$ cat config.mk
export PLATFORM = sky130hd
export DESIGN_NAME = pwm3_center_gen
export DESIGN_NICKNAME = d
export VERILOG_FILES = /design/src/rtl/pwm3_pkg.sv /design/src/rtl/pwm3_regs.sv /design/src/rtl/pwm3_timebase.sv /design/src/rtl/pwm3_phase.sv /design/src/rtl/pwm3_center_gen.sv
export SDC_FILE = /design/constraint.sdc
export NUM_CORES = 1
export LEC_CHECK = 0
export BUFFER_PORTS_ARGS = -buffer_cell sky130_fd_sc_hd__buf_2
export CAP_MARGIN = 20
export CORE_AREA = 3 3 265 267
export DETAILED_ROUTE_END_ITERATION = 16
export DIE_AREA = 0 0 268 270
export GPL_TIMING_DRIVEN = 0
export PLACE_DENSITY = 0.57
export SYNTH_ARGS = -nofsm -noshare
export SYNTH_HDL_FRONTEND = slang
export SYNTH_SLANG_ARGS = --single-unit
$ cat constraint.sdc
create_clock -name clk -period 12.7 [get_ports clk]
set_clock_uncertainty 0.2 [all_clocks]
set_input_delay 3.81 -clock clk [delete_from_list [all_inputs] [get_ports clk]]
set_output_delay 3.81 -clock clk [all_outputs]
set_load 0.005 [all_outputs]
$ cat src/rtl/pwm3_pkg.sv
package pwm3_pkg;

   typedef enum logic [2:0] {
      REG_PERIOD = 3'd0,
      REG_DUTY0  = 3'd1,
      REG_DUTY1  = 3'd2,
      REG_DUTY2  = 3'd3,
      REG_DEAD   = 3'd4,
      REG_SYNCW  = 3'd5,
      REG_MODE   = 3'd6
   } pwm3_reg_e;

   localparam int MAX_PHASES = 3;

endpackage

$ cat src/rtl/pwm3_regs.sv
module pwm3_regs
   import pwm3_pkg::*;
#(
   parameter int CNT_W  = 16,
   parameter int NUM_PH = 3
) (
   input  logic                          clk,
   input  logic                          rst_n,
   input  logic                          wr_en,
   input  logic [2:0]                    wr_addr,
   input  logic [CNT_W-1:0]              wr_data,
   output logic [CNT_W-1:0]              sh_period,
   output logic [NUM_PH-1:0][CNT_W-1:0]  sh_duty,
   output logic [CNT_W-1:0]              sh_dead,
   output logic [CNT_W-1:0]              sh_syncw,
   output logic                          sh_dbl,
   output logic                          ready
);

   // one "written" bit per duty register plus one for the period register
   logic [NUM_PH:0] seen_q;

   always_ff @(posedge clk or negedge rst_n) begin
      if (!rst_n) begin
         sh_period     <= '0;
         sh_dead       <= '0;
         sh_syncw      <= '0;
         sh_dbl        <= 1'b0;
         seen_q[NUM_PH] <= 1'b0;
      end else if (wr_en) begin
         case (wr_addr)
            REG_PERIOD: begin
               sh_period      <= wr_data;
               seen_q[NUM_PH] <= 1'b1;
            end
            REG_DEAD:  sh_dead  <= wr_data;
            REG_SYNCW: sh_syncw <= wr_data;
            REG_MODE:  sh_dbl   <= wr_data[0];
            default: ;
         endcase
      end
   end

   for (genvar i = 0; i < NUM_PH; i++) begin : g_duty
      localparam logic [2:0] DUTY_ADDR = 3'(REG_DUTY0) + 3'(i);
      always_ff @(posedge clk or negedge rst_n) begin
         if (!rst_n) begin
            sh_duty[i] <= '0;
            seen_q[i]  <= 1'b0;
         end else if (wr_en && wr_addr == DUTY_ADDR) begin
            sh_duty[i] <= wr_data;
            seen_q[i]  <= 1'b1;
         end
      end
   end

   assign ready = &seen_q;


   ready_sticky_chk: assert property (@(posedge clk) disable iff (!rst_n)
      ready |=> ready);

endmodule

$ cat src/rtl/pwm3_timebase.sv
module pwm3_timebase #(
   parameter int CNT_W = 16
) (
   input  logic             clk,
   input  logic             rst_n,
   input  logic             ready,
   input  logic [CNT_W-1:0] sh_period,
   input  logic [CNT_W-1:0] sh_dead,
   input  logic [CNT_W-1:0] sh_syncw,
   input  logic             sh_dbl,
   output logic             run,
   output logic [CNT_W-1:0] cnt,
   output logic [CNT_W-1:0] act_period,
   output logic [CNT_W-1:0] act_dead,
   output logic             load,
   output logic             sync_q,
   output logic             half_q
);

   logic             half;
   logic [CNT_W-1:0] act_syncw;
   logic [CNT_W-1:0] new_period;
   logic             start, end_first, end_second;

   // a zero period would underflow the down-count: run it as one cycle
   assign new_period = (sh_period == '0) ? CNT_W'(1) : sh_period;

   assign start      = !run && ready;
   assign end_first  = run && !half && (cnt == act_period - CNT_W'(1));
   assign end_second = run && half && (cnt == '0);
   assign load       = start || end_second || (end_first && sh_dbl);

   always_ff @(posedge clk or negedge rst_n) begin
      if (!rst_n) begin
         run        <= 1'b0;
         half       <= 1'b0;
         cnt        <= '0;
         act_period <= CNT_W'(1);
         act_dead   <= '0;
         act_syncw  <= '0;
      end else begin
         if (load) begin
            act_period <= new_period;
            act_dead   <= sh_dead;
            act_syncw  <= sh_syncw;
         end
         if (start) begin
            run <= 1'b1;
            if (sh_dbl) begin
               half <= 1'b1;
               cnt  <= new_period - CNT_W'(1);
            end else begin
               half <= 1'b0;
               cnt  <= new_period >> 1;
            end
         end else if (run) begin
            if (end_second) begin
               half <= 1'b0;
               cnt  <= '0;
            end else if (end_first) begin
               half <= 1'b1;
               cnt  <= (sh_dbl ? new_period : act_period) - CNT_W'(1);
            end else if (half) begin
               cnt <= cnt - CNT_W'(1);
            end else begin
               cnt <= cnt + CNT_W'(1);
            end
         end
      end
   end

   always_ff @(posedge clk or negedge rst_n) begin
      if (!rst_n) begin
         sync_q <= 1'b0;
         half_q <= 1'b0;
      end else begin
         sync_q <= run && !half && (cnt <= act_syncw);
         half_q <= run && half;
      end
   end


   cnt_range_chk: assert property (@(posedge clk) disable iff (!rst_n)
      run |-> (cnt < act_period));


   sync_half_chk: assert property (@(posedge clk) disable iff (!rst_n)
      sync_q |-> !half_q);


   idle_sync_chk: assert property (@(posedge clk) disable iff (!rst_n)
      !run |=> !sync_q);

endmodule

$ cat src/rtl/pwm3_phase.sv
module pwm3_phase #(
   parameter int CNT_W = 16
) (
   input  logic             clk,
   input  logic             rst_n,
   input  logic             run,
   input  logic             load,
   input  logic [CNT_W-1:0] cnt,
   input  logic [CNT_W-1:0] act_period,
   input  logic [CNT_W-1:0] act_dead,
   input  logic [CNT_W-1:0] sh_duty,
   output logic             out_hi,
   output logic             out_lo
);

   localparam int SW = CNT_W + 2;

   logic [CNT_W-1:0]    act_duty;
   logic signed [SW-1:0] p_s, d_s, t_s, on_raw, off_raw;
   logic [CNT_W-1:0]    hi_len, lo_len;

   always_ff @(posedge clk or negedge rst_n) begin
      if (!rst_n)    act_duty <= '0;
      else if (load) act_duty <= sh_duty;
   end

   assign p_s     = $signed({2'b00, act_period});
   assign d_s     = $signed({2'b00, act_duty});
   assign t_s     = $signed({2'b00, act_dead});
   assign on_raw  = d_s - t_s;
   assign off_raw = p_s - d_s - t_s;

   always_comb begin
      if (on_raw < 0)        hi_len = '0;
      else if (on_raw > p_s) hi_len = act_period;
      else                   hi_len = on_raw[CNT_W-1:0];
      if (off_raw < 0)       lo_len = '0;
      else                   lo_len = off_raw[CNT_W-1:0];
   end

   always_ff @(posedge clk or negedge rst_n) begin
      if (!rst_n) begin
         out_hi <= 1'b0;
         out_lo <= 1'b0;
      end else begin
         out_hi <= run && (({1'b0, cnt} + {1'b0, hi_len}) >= {1'b0, act_period});
         out_lo <= run && (cnt < lo_len);
      end
   end


   no_overlap_chk: assert property (@(posedge clk) disable iff (!rst_n)
      !(out_hi && out_lo));

endmodule

$ cat src/rtl/pwm3_center_gen.sv
module pwm3_center_gen
   import pwm3_pkg::*;
#(
   parameter int CNT_W  = 16,
   parameter int NUM_PH = 3
) (
   input  logic              clk,
   input  logic              rst_n,
   input  logic              wr_en,
   input  logic [2:0]        wr_addr,
   input  logic [CNT_W-1:0]  wr_data,
   output logic [NUM_PH-1:0] out_hi,
   output logic [NUM_PH-1:0] out_lo,
   output logic              sync_pulse,
   output logic              half_flag
);

   if (CNT_W < 3 || CNT_W > 30) begin : g_bad_width
      $error("pwm3_center_gen: CNT_W must be within 3..30");
   end
   if (NUM_PH < 1 || NUM_PH > MAX_PHASES) begin : g_bad_phases
      $error("pwm3_center_gen: NUM_PH exceeds the duty address range");
   end

   logic [CNT_W-1:0]             sh_period, sh_dead, sh_syncw;
   logic [NUM_PH-1:0][CNT_W-1:0] sh_duty;
   logic                         sh_dbl, ready;
   logic                         run, load;
   logic [CNT_W-1:0]             cnt, act_period, act_dead;

   pwm3_regs #(.CNT_W(CNT_W), .NUM_PH(NUM_PH)) u_regs (
      .clk       (clk),
      .rst_n     (rst_n),
      .wr_en     (wr_en),
      .wr_addr   (wr_addr),
      .wr_data   (wr_data),
      .sh_period (sh_period),
      .sh_duty   (sh_duty),
      .sh_dead   (sh_dead),
      .sh_syncw  (sh_syncw),
      .sh_dbl    (sh_dbl),
      .ready     (ready)
   );

   pwm3_timebase #(.CNT_W(CNT_W)) u_tb (
      .clk        (clk),
      .rst_n      (rst_n),
      .ready      (ready),
      .sh_period  (sh_period),
      .sh_dead    (sh_dead),
      .sh_syncw   (sh_syncw),
      .sh_dbl     (sh_dbl),
      .run        (run),
      .cnt        (cnt),
      .act_period (act_period),
      .act_dead   (act_dead),
      .load       (load),
      .sync_q     (sync_pulse),
      .half_q     (half_flag)
   );

   for (genvar i = 0; i < NUM_PH; i++) begin : g_phase
      pwm3_phase #(.CNT_W(CNT_W)) u_ph (
         .clk        (clk),
         .rst_n      (rst_n),
         .run        (run),
         .load       (load),
         .cnt        (cnt),
         .act_period (act_period),
         .act_dead   (act_dead),
         .sh_duty    (sh_duty[i]),
         .out_hi     (out_hi[i]),
         .out_lo     (out_lo[i])
      );
   end


   idle_outputs_chk: assert property (@(posedge clk) disable iff (!rst_n)
      !run |=> (out_hi == '0 && out_lo == '0));


   half_idle_chk: assert property (@(posedge clk) disable iff (!rst_n)
      !run |=> !half_flag);

endmodule

==> metrics.yaml <==
routing:
  wirelength_um: 81690
  wl_met3_um: 4598
  highest-signal-layer: "met4"
  wl_met1_um: 37540
  drt_iter0_markers: 1592
  wire_per_inst_um: 22.46
  num_vias: 20560
  viasPerCell: 5.652
  dr.pass1.iters: 6
  dr_wl_met2_um: 36630
  drcViolationCount: 0
  ant_nets: 0
clock_network:
  post_cts_buffers: 0
  post_cts_resized: 0
  cts.clk_slew.worst_paths_ns: 0.07
  clock-root-buffer: "clkbuf_16"
  h-tree-depth: 1
  clock_path_buffers: 3
  cts_sinks: 223
  cts_tree: "built"
  holdBufCountCts: 0
  cts_made_buffers: 26
  clk_latency_ns: 0.58
placed_design:
  io_buffers: 27
  dp_slack_ns: 3.623
  gp_congestion: 0.9288
  dpl.hpwl_um: 62410
  placed_cell_area_um2: 25230
  dp.cells: 3590
min_path:
  hold_class: "reg2reg"
  hold_depth: 1
  whs_endpoint: "u_regs.seen_q[3]$_DFFE_PN0P_"
  hp-start: "u_regs.seen_q[3]$_DFFE_PN0P_"
status:
  outcome: "finished clean"
critical_path:
  path_class: "reg2reg"
  max_stage_delay_ns: 0.86
  timing.rr.start: "u_tb.act_dead[1]$_DFFE_PN0P_"
  r2r_end: "g_phase[2].u_ph.out_hi$_DFF_PN0_"
  required_ns: 12.94
  arrival_ns: 9.46
  worstSetupStartpoint: "u_tb.act_dead[1]$_DFFE_PN0P_"
  slowest_stage: "dfrtp_1"
  ff2ff_path_depth: 32
  timing.critical_path.mode_cell: "o21ai_0"
  rrSetupSlack_ns: 3.48
  crit_path_max_fanout: 10
  critPathLaunchType: "flip-flop"
  end_kind: "flip-flop"
yosys:
  synth_top_area_share: 0.2344
  async_reset_ff_frac: 1.000
  synthCells: 2669
  synth_area_leader_cell: "dfrtp_1"
  synth_cell_types: 81
  synth.cell_area_um2: 23710
  syn_area_per_cell_um2: 8.882
  ys.flop_type: "dfrtp_1"
  yosysSeqAreaShare: 0.2355
  synthTopCellsByArea: "dfrtp_1 (23%), ha_1 (19%), mux2_2 (7.3%), xnor2_1 (4.5%), a21oi_1 (4.4%)"
  ys_warn_count: 0
  synth_fp_nets: 3070
  synth_edf_count: 0
  ys_ff_latch: 223
sta:
  hold_violations: 0
  max_freq_mhz: 108.5
  tightest_slew_ns: 1.216
  tns_ns: 0
  slew_headroom: 0.1897
  setup_viol: 0
  post-route-period-util: 0.7258
  rsz0062_at_grt: "no"
  period_minus_slack_ns: 9.218
  final_critical_path_setup_slack_ns: 3.482
  drv_slew: 0
die:
  rows: 96
  ios: 30
  start_util: 0.3468
  core_area_um2: 68350
  die_h_um: 270
  die_area_um2: 72360
  die_w_um: 268
global_route:
  grt_max_degree: 88
  grt_first_pass_wirelength_um: 120700
  antenna_found_initial: 6
  grt_pass1_vias: 19400
  gr-total-overflow: 0
  gr-usage-all-layers: 0.2212
final_layout:
  synthToLayoutAreaGrowth_pct: 9.997
  drive_gt1_frac: 0.1227
  instances_no_fill: 3637
  layout.nets: 3138
  insertedDiodeCount: 0
  final_design_area_no_fill_um2: 26080
  fillCellCount: 6970
run:
  drv_cap: 0
-- cell usage in the layout, fill, tap and decap left out, types with 23 or more instances in the layout --
master,n
mux2_2,154
clkbuf_16,26
buf_2,39
inv_1,158
mux2i_1,25
xor2_1,57
a21oi_1,208
ha_1,366
nor3_1,73
clkbuf_1,64
a31oi_1,23
dfrtp_1,222
nor2b_1,51
and3_1,25
o21ai_0,153
o21a_1,50
nand3_1,62
nor2_1,184
a21o_1,59
a211oi_1,36
nand2b_1,29
or3_1,23
xnor2_1,121
mux2_4,38
nand2_1,141
nand4_1,30
-- routing by layer --
layer,vias up,global-route usage
li1,9972,-
met1,9902,0.3103
met2,567,0.3538
met3,115,0.02769
met4,0,0.06745
met5,-,0
-- cell usage after synthesis, types with 15 or more instances --
cell type / instances
nor3_1: 73
a211o_1: 16
mux2_2: 154
xor2_1: 57
o211ai_1: 18
or2_2: 22
inv_1: 158
nor4_1: 15
nand2_1: 141
and3_1: 25
mux2_4: 38
o21ai_0: 153
a21o_1: 59
nand3_1: 62
a31oi_1: 23
xnor2_1: 121
nor2b_1: 51
mux2i_1: 25
nand4_1: 30
ha_1: 366
a211oi_1: 36
dfrtp_1: 222
nor2_1: 184
o21bai_1: 16
o21a_1: 50
nand2b_1: 29
or3_1: 23
a21oi_1: 208
clkbuf_1: 59
-- flip-flops by register name, summed over array words and instances, names as in the netlist, 16 cells and up --
| signal | cells |
|---|---|
| g_phase.u_ph.act_duty | 48 |
| u_regs.sh_duty | 48 |
| u_regs.sh_dead | 16 |
| u_regs.sh_period | 16 |
| u_regs.sh_syncw | 16 |
| u_tb.act_dead | 16 |
| u_tb.act_period | 16 |
| u_tb.act_syncw | 16 |
| u_tb.cnt | 16 |
-- cell type report --
type	count	area, µm²	area share
clock inverter	13	138.9	0.005326
multi-input combinational	2204	17140	0.6574
tap	882	1104	0.04232
inverter	159	596.8	0.02289
clock buffer	33	696.9	0.02673
sequential	223	5582	0.2141
buffer	83	389.1	0.01492
timing repair buffer	40	425.4	0.01631
-- worst max-delay path by stage --
| stage | cells after the start | to | slack, ns |
|---|---|---|---|
| after global routing | 32 | g_phase[2].u_ph.out_hi$_DFF_PN0_ | 2.71 |
| after global placement | 1 | u_regs.sh_syncw[13]$_DFFE_PN0P_ | 3.24 |
| after CTS | 32 | g_phase[2].u_ph.out_hi$_DFF_PN0_ | 3.56 |
| final | 32 | g_phase[2].u_ph.out_hi$_DFF_PN0_ | 3.48 |
| after floorplan | 37 | g_phase[2].u_ph.out_hi$_DFF_PN0_ | 5.46 |
| after detailed placement | 32 | g_phase[2].u_ph.out_hi$_DFF_PN0_ | 3.62 |
-- worst max-delay path, delay by kind of cell, from the launching register on --
kind,cells,cell delay [ns]
fa+ha+maj,4,1.19
xor+xnor,2,0.26
compound gates,21,5.07
flops,1,0.86
simple gates,2,0.22
buf+inv,3,1.27
-- stage by stage --
step                utilization  hold slack, ns
floorplan                     -          0.2497
global placement         0.3650          0.2713
detailed placement       0.3692          0.2750
CTS                      0.3814          0.2889
global route             0.3815          0.3008
finish                   0.3815          0.2892
-- cells by family after synthesis --
family          Yosys count  synth area share
fa+ha+maj               379            0.2042
mux                     217            0.1078
compound gates          706            0.1910
flops                   223            0.2355
xor+xnor                178           0.06577
buf+inv                 242           0.04159
simple gates            724            0.1542
Power is not shown: default switching activity piles up to over one toggle a cycle in this logic, so the estimate is an artifact.
